$ cat src/rtl/ser_regwin_pkg.sv
package ser_regwin_pkg;

  typedef enum logic [1:0] {
    RCMD_NONE = 2'b00,
    RCMD_CHB  = 2'b01,
    RCMD_CHA  = 2'b10,
    RCMD_ALL  = 2'b11
  } rcmd_e;

  // command field inside a register-0 write
  localparam int CMD_LSB = 3;
  localparam int CMD_W   = 3;
  localparam logic [CMD_W-1:0] CMD_UPPER = 3'b001;

  // reset code position inside register 9
  localparam int RCMD_LSB = 6;

  // register numbers with special meaning
  localparam int REG_STAT0   = 0;
  localparam int REG_STAT1   = 1;
  localparam int REG_MIR_A   = 4;
  localparam int REG_MIR_B   = 5;
  localparam int REG_MIR_CTL = 7;
  localparam int MIR_BIT     = 6;
  localparam int REG_ALIAS   = 8;
  localparam int REG_RCMD    = 9;
  localparam int REG_ZERO    = 10;
  localparam int REG_TC_HI   = 13;
  localparam int REG_MISC    = 14;
  localparam int DPLL_LSB    = 5;
  localparam int DPLL_W      = 3;

endpackage

$ cat src/rtl/ser_regwin_ptr.sv
module ser_regwin_ptr
  import ser_regwin_pkg::*;
#(
  parameter int PTR_W = 3
) (
  input  logic             clk,
  input  logic             rst,
  input  logic             ctl_acc,
  input  logic             ctl_wr,
  input  logic [PTR_W-1:0] ptr_in,
  input  logic [CMD_W-1:0] cmd_in,
  output logic [PTR_W:0]   idx
);

  logic [PTR_W-1:0] ptr_q;
  logic             hi_q;

  assign idx = {hi_q, ptr_q};

  always_ff @(posedge clk) begin
    if (rst) begin
      ptr_q <= '0;
      hi_q  <= 1'b0;
    end else if (ctl_acc) begin
      if (idx != '0) begin
        ptr_q <= '0;
        hi_q  <= 1'b0;
      end else if (ctl_wr) begin
        ptr_q <= ptr_in;
        hi_q  <= (cmd_in == CMD_UPPER);
      end
    end
  end

endmodule

$ cat src/rtl/ser_regwin_wregs.sv
module ser_regwin_wregs
  import ser_regwin_pkg::*;
#(
  parameter  int DW    = 8,
  parameter  int NREG  = 16,
  localparam int IDX_W = $clog2(NREG)
) (
  input  logic               clk,
  input  logic               rst,
  input  logic               we,
  input  logic [IDX_W-1:0]   widx,
  input  logic [DW-1:0]      wdata,
  output logic [NREG*DW-1:0] file
);

  for (genvar i = 0; i < NREG; i++) begin : g_reg
    if (i == 0 || i == REG_ALIAS) begin : g_none
      assign file[i*DW +: DW] = '0;
    end else begin : g_keep
      logic [DW-1:0] q;
      always_ff @(posedge clk) begin
        if (rst)
          q <= '0;
        else if (we && widx == IDX_W'(i))
          q <= wdata;
      end
      assign file[i*DW +: DW] = q;
    end
  end

endmodule

$ cat src/rtl/ser_regwin_rdmux.sv
module ser_regwin_rdmux
  import ser_regwin_pkg::*;
#(
  parameter int DW    = 8,
  parameter int IDX_W = 4
) (
  input  logic [IDX_W-1:0] idx,
  input  logic [DW-1:0]    stat0,
  input  logic [DW-1:0]    stat1,
  input  logic [DW-1:0]    rx_data,
  input  logic [DW-1:0]    mir_a,
  input  logic [DW-1:0]    mir_b,
  input  logic             mir_en,
  input  logic [DW-1:0]    tc_hi,
  output logic [DW-1:0]    dout,
  output logic             bad
);

  always_comb begin
    dout = '0;
    bad  = 1'b0;
    case (int'(idx))
      REG_STAT0: dout = stat0;
      REG_STAT1: dout = stat1;
      REG_MIR_A: dout = mir_en ? mir_a : stat0;
      REG_MIR_B: dout = mir_en ? mir_b : stat1;
      REG_ALIAS: dout = rx_data;
      REG_ZERO:  dout = '0;
      REG_TC_HI: dout = tc_hi;
      default:   bad  = 1'b1;
    endcase
  end

endmodule

$ cat src/rtl/ser_regwin_rstcmd.sv
module ser_regwin_rstcmd
  import ser_regwin_pkg::*;
(
  input  logic       clk,
  input  logic       rst,
  input  logic       fire,
  input  logic [1:0] code,
  output logic       ch_a_rst,
  output logic       ch_b_rst,
  output logic       dev_rst
);

  rcmd_e cmd;
  assign cmd = rcmd_e'(code);

  always_ff @(posedge clk) begin
    if (rst) begin
      ch_a_rst <= 1'b0;
      ch_b_rst <= 1'b0;
      dev_rst  <= 1'b0;
    end else begin
      ch_a_rst <= fire && (cmd == RCMD_CHA);
      ch_b_rst <= fire && (cmd == RCMD_CHB);
      dev_rst  <= fire && (cmd == RCMD_ALL);
    end
  end

endmodule

$ cat src/rtl/ser_regwin.sv
module ser_regwin
  import ser_regwin_pkg::*;
#(
  parameter int DW   = 8,
  parameter int NREG = 16
) (
  input  logic               clk,
  input  logic               rst,
  input  logic               acc_en,
  input  logic               acc_wr,
  input  logic               sel_data,
  input  logic [DW-1:0]      wdata,
  input  logic [DW-1:0]      rx_data,
  input  logic [DW-1:0]      stat0,
  input  logic [DW-1:0]      stat1,
  output logic [DW-1:0]      rdata,
  output logic               rd_valid,
  output logic               tx_load,
  output logic [DW-1:0]      tx_data,
  output logic               ch_a_rst,
  output logic               ch_b_rst,
  output logic               dev_rst,
  output logic               bad_acc,
  output logic [DPLL_W-1:0]  dpll_cmd,
  output logic [NREG*DW-1:0] wr_file
);

  localparam int IDX_W = $clog2(NREG);
  localparam int PTR_W = IDX_W - 1;

  logic             ctl_acc, ctl_wr, ctl_rd, data_wr, is_rd;
  logic [IDX_W-1:0] idx;
  logic [DW-1:0]    mux_data, rd_next;
  logic             mux_bad;

  assign ctl_acc = acc_en && !sel_data;
  assign ctl_wr  = ctl_acc && acc_wr;
  assign ctl_rd  = ctl_acc && !acc_wr;
  assign data_wr = acc_en && sel_data && acc_wr;
  assign is_rd   = acc_en && !acc_wr;

  ser_regwin_ptr #(.PTR_W(PTR_W)) ptr_i (
    .clk     (clk),
    .rst     (rst),
    .ctl_acc (ctl_acc),
    .ctl_wr  (ctl_wr),
    .ptr_in  (wdata[PTR_W-1:0]),
    .cmd_in  (wdata[CMD_LSB +: CMD_W]),
    .idx     (idx)
  );

  ser_regwin_wregs #(.DW(DW), .NREG(NREG)) wregs_i (
    .clk   (clk),
    .rst   (rst),
    .we    (ctl_wr && idx != '0),
    .widx  (idx),
    .wdata (wdata),
    .file  (wr_file)
  );

  ser_regwin_rdmux #(.DW(DW), .IDX_W(IDX_W)) rdmux_i (
    .idx     (idx),
    .stat0   (stat0),
    .stat1   (stat1),
    .rx_data (rx_data),
    .mir_a   (wr_file[REG_MIR_A*DW +: DW]),
    .mir_b   (wr_file[REG_MIR_B*DW +: DW]),
    .mir_en  (wr_file[REG_MIR_CTL*DW + MIR_BIT]),
    .tc_hi   (wr_file[REG_TC_HI*DW +: DW]),
    .dout    (mux_data),
    .bad     (mux_bad)
  );

  ser_regwin_rstcmd rstcmd_i (
    .clk      (clk),
    .rst      (rst),
    .fire     (ctl_wr && idx == IDX_W'(REG_RCMD)),
    .code     (wdata[RCMD_LSB +: 2]),
    .ch_a_rst (ch_a_rst),
    .ch_b_rst (ch_b_rst),
    .dev_rst  (dev_rst)
  );

  assign rd_next  = sel_data ? rx_data : mux_data;
  assign dpll_cmd = wr_file[REG_MISC*DW + DPLL_LSB +: DPLL_W];

  always_ff @(posedge clk) begin
    if (rst) begin
      rdata    <= '0;
      rd_valid <= 1'b0;
      tx_load  <= 1'b0;
      tx_data  <= '0;
      bad_acc  <= 1'b0;
    end else begin
      rd_valid <= is_rd;
      if (is_rd)
        rdata <= rd_next;
      tx_load <= data_wr || (ctl_wr && idx == IDX_W'(REG_ALIAS));
      if (data_wr || (ctl_wr && idx == IDX_W'(REG_ALIAS)))
        tx_data <= wdata;
      if (ctl_rd && mux_bad)
        bad_acc <= 1'b1;
    end
  end

endmodule

$ cat config.mk
export PLATFORM = sky130hd
export DESIGN_NAME = ser_regwin
export DESIGN_NICKNAME = d
export VERILOG_FILES = /design/src/rtl/ser_regwin_pkg.sv /design/src/rtl/ser_regwin_ptr.sv /design/src/rtl/ser_regwin_wregs.sv /design/src/rtl/ser_regwin_rdmux.sv /design/src/rtl/ser_regwin_rstcmd.sv /design/src/rtl/ser_regwin.sv
export SDC_FILE = /design/constraint.sdc
export NUM_CORES = 1
export LEC_CHECK = 0
export BUFFER_PORTS_ARGS = -buffer_cell sky130_fd_sc_hd__buf_4
export CORE_UTILIZATION = 46
export DETAILED_ROUTE_END_ITERATION = 16
export GPL_ROUTABILITY_DRIVEN = 0
export PLACE_DENSITY = 0.77
export SYNTH_ARGS = -nofsm -noshare
export SYNTH_HDL_FRONTEND = slang
export SYNTH_SLANG_ARGS = --single-unit
export TNS_END_PERCENT = 5
$ cat constraint.sdc
create_clock -name clk -period 1.5 [get_ports clk]
set_input_delay 0.075 -clock clk [delete_from_list [all_inputs] [get_ports clk]]
set_output_delay 0.075 -clock clk [all_outputs]
set_load 0.01 [all_outputs]
==> metrics.md <==
| Metric | Value |
|---|---|
| Status | `finished, violations left` |
| Failing checks | `setup timing` |
| Reg-to-reg startpoint | `ptr_i.ptr_q[0]` |
| Initial antenna violation count | `0` |
| Period utilisation layout | `1.10` |
| Final TNS setup | `-3.16 ns` |
| Critical path cell sequence | `or4b_4 > buf_6 > o2bb2ai_2 > a211oi_1 > a211oi_1` |
| Mapped Area | `0.00575 sq mm` |
| Pins Over Slew Limit | `0` |
| TritonCTS clock tree | `yes` |
| Fin worst setup slack | `-0.143 ns` |
| EDFF count, synth | `0` |
| Core Area | `0.0121 sq mm` |
| Synth top area share | `0.480` |
| Gr usage total | `0.279` |
| Worst path slowest cell | `or4b_4` |
| Hold path cells | `3` |
| Most frequent cell after synthesis | `dfxtp_1` |
| Seq/Total Area, Yosys | `0.480` |
| Die Wd | `114 um` |
| Drt first pass iters | `5` |
| Num Clock Sinks | `138` |
| CP Buf/Inv Count | `1` |
| PortBufs | `173` |
| RSZ-0062 raised after global routing | `yes` |
| Grt total ovfl | `0` |
| Routed Antenna Nets | `0` |
| Crit Path Class | `register to register` |
| CTS H-tree depth | `4` |
| Startpoint Class | `register` |
| First-pass GRT wire length | `27300 um` |
| Area after DPL | `0.00742 sq mm` |
| CTS Buffer Depth | `2` |
| Root buf cell | `clkbuf_16` |
| Final Cell Area | `0.00816 sq mm` |
| Worst EP required | `1.83 ns` |
| Post-synthesis cell count | `622` |
| DP HPWL | `11800 um` |
| Most frequent cells after synthesis | `dfxtp_1, nor2_1, mux2i_1` |
| Min-Delay Path Class | `input port to register` |
| Final setup fails | `51` |
| Post-synth top area cell | `dfxtp_1` |
| Max frequency | `609 MHz` |
| Hold_sp | `rx_data[0]` |
| Power Density | `1010 mW/mm^2` |
| Synth Warn # | `0` |
| Max FO, Critical Path | `9` |
| DR iter-0 viols | `365` |
| Final WL | `17800 um` |
| Reg clk slew, reported paths | `0.06 ns` |
| Clock insertion delay at the later pin of the skew report | `0.42 ns` |
| Via count | `5241` |
| Area added between synthesis and finish | `41.9%` |
| Asr flop ratio synth | `0` |
| Share of cells above drive strength 1 | `0.356` |
| Crit. End Element | `register` |
| Setup Skew | `0.00632 ns` |
| Die Ht | `114 um` |
| Reg-to-reg endpoint | `rdata[0]` |
| CP Data Arrival Time | `1.98 ns` |
| Worst VDD drop | `0.889 mV` |
| Starting Density | `0.475` |
| Nets@finish | `848` |
| Cells on worst reg2reg path | `5` |
| Placement Rows | `40` |
| Synth area leaders | `dfxtp_1, mux2i_1, nor2_1, nand2_1, a21oi_1` |
| Most common flop cell mapped by yosys | `dfxtp_1` |
| DRC violations left | `0` |
| Top Family by Delay on Critical Path | `simple AND/OR/NAND/NOR gates` |
| Yosys cell types | `49` |
| CP max stage delay | `0.58 ns` |
| R2r setup slk | `-0.14 ns` |
| CTS Buf Count | `17` |
| I/O pin count | `190` |
| Vias in the first global route | `5199` |
| Synthesized flop and latch total | `138` |
| Leakage | `3.72 nW` |
| Wirelength per Cell | `18.0 um` |
| Die area | `0.0130 sq mm` |
| Final hold violations | `0` |
| Antenna diode count | `0` |
| Min-Delay Endpoint | `rdata[0]` |
| Tmin final | `1.64 ns` |
| Max-cap violations | `0` |
| Largest net degree at the start of global routing | `40` |
| Avg Inst Size Synth | `9.25 sq um` |
| CP dominant cell by count | `a211oi_1` |
| DR vias/cell | `5.29` |
## metal layers
metal  share of wire  vias to the layer above  global-route usage  wire, um
met5               0                        -                   0         0
met4           0.028                        0               0.141       504
met3           0.086                       42              0.0861      1520
met2            0.48                      245               0.465      8550
met1            0.41                     2480               0.323      7220
li1                -                     2474                   -         -
## logic make-up after synthesis
kind of cell           Yosys count  share of synthesized area
multiplexers                    93                      0.162
flip-flops                     138                      0.480
other                            1                   0.000652
AND/OR/NAND/NOR                219                      0.183
buffers and inverters           74                     0.0694
AO/OA/AOI/OAI                   97                      0.104
## flip-flops by register name (all words and copies together) (netlist names), 3 cells and up
| register | flops |
|---|---|
| ptr_i.ptr_q | 3 |
| rdata | 8 |
| tx_data | 8 |
| wregs_i.g.g_keep.q | 112 |
## per-stage QoR
stage | worst slack [ns] | hold WS, ns | instances | util | total power, mW
floorplan | -0.0229 | 0.215 | 637 | - | 4.10
global placement | -0.186 | 0.377 | 956 | 0.613 | 4.32
detailed placement | -0.218 | 0.392 | 956 | 0.613 | 4.33
CTS | -0.106 | 0.0196 | 991 | 0.670 | 8.30
global route | -0.207 | 0.0381 | 991 | 0.674 | 8.51
finish | -0.143 | 0.0337 | 991 | 0.674 | 8.26
## area by class of cell
| cell class | count | area [sq um] |
|---|---|---|
| Fill cell | 955 | 3950 |
| Sequential cell | 138 | 2780 |
| Multi-Input combinational cell | 425 | 2760 |
| Timing Repair Buffer | 228 | 1850 |
| Clock buffer | 22 | 464 |
| Tap cell | 168 | 210 |
| Clock inverter | 9 | 97.6 |
| Inverter | 1 | 3.75 |
## worst reg2reg max path: stages, from the launching register on
cell	delay [ns]
dfxtp_4	0.37
or4b_4	0.58
buf_6	0.18
o2bb2ai_2	0.15
a211oi_1	0.06
a211oi_1	0.23
## layout by cell type, fill, tap and decap left out, types with 3 or more instances in the layout
cell type    n
a211oi_1    12
a21oi_1     43
a21oi_2      3
a221oi_1     7
a22oi_1      3
and3_1       6
buf_12       9
buf_4      210
buf_6        5
clkbuf_1     3
clkbuf_16   17
clkinv_2     6
conb_1      16
dfxtp_1    134
dfxtp_4      3
mux2_2       3
mux2i_1     87
mux2i_2      3
nand2_1     75
nand2b_1     3
nand3_2      3
nand3b_1     8
nor2_1      90
nor2b_1      3
nor3_1       3
o21ai_0     14
o2bb2ai_1    4
## power by group
group	leakage, nW	switching (mW)	internal [mW]
registers	1.12	0.0217	3.69
logic	2.32	0.333	0.233
clock network	0.279	1.48	2.50
## how the worst max path moves through the flow
stage              startpoint                           end  slack [ns]  depth (start not counted)
2_1_floorplan  ptr_i.ptr_q[1]  wregs_i.g_reg[5].g_keep.q[0]       -0.02                          7
3_3_place_gp   ptr_i.ptr_q[0]                    tx_data[3]       -0.19                          6
3_5_place_dp   ptr_i.ptr_q[0]                    tx_data[4]       -0.22                          6
4_1_cts        ptr_i.ptr_q[0]                      rdata[4]       -0.11                          5
5_1_grt        ptr_i.ptr_q[0]  wregs_i.g_reg[4].g_keep.q[4]       -0.21                          5
6_report       ptr_i.ptr_q[0]                      rdata[0]       -0.14                          5
## what timing repair did
item / 4_1_cts / 5_1_grt
setup endpoints to repair: 117 / 124
resized for setup: 25 / 13
endpoints found under the hold margin: 1 / 0
pin swaps: 7 / 9
gates cloned: 1 / 0
hold buffers: 2 / 0
setup buffers: 1 / 0
Note: power is estimated with default switching activity, not from simulation.
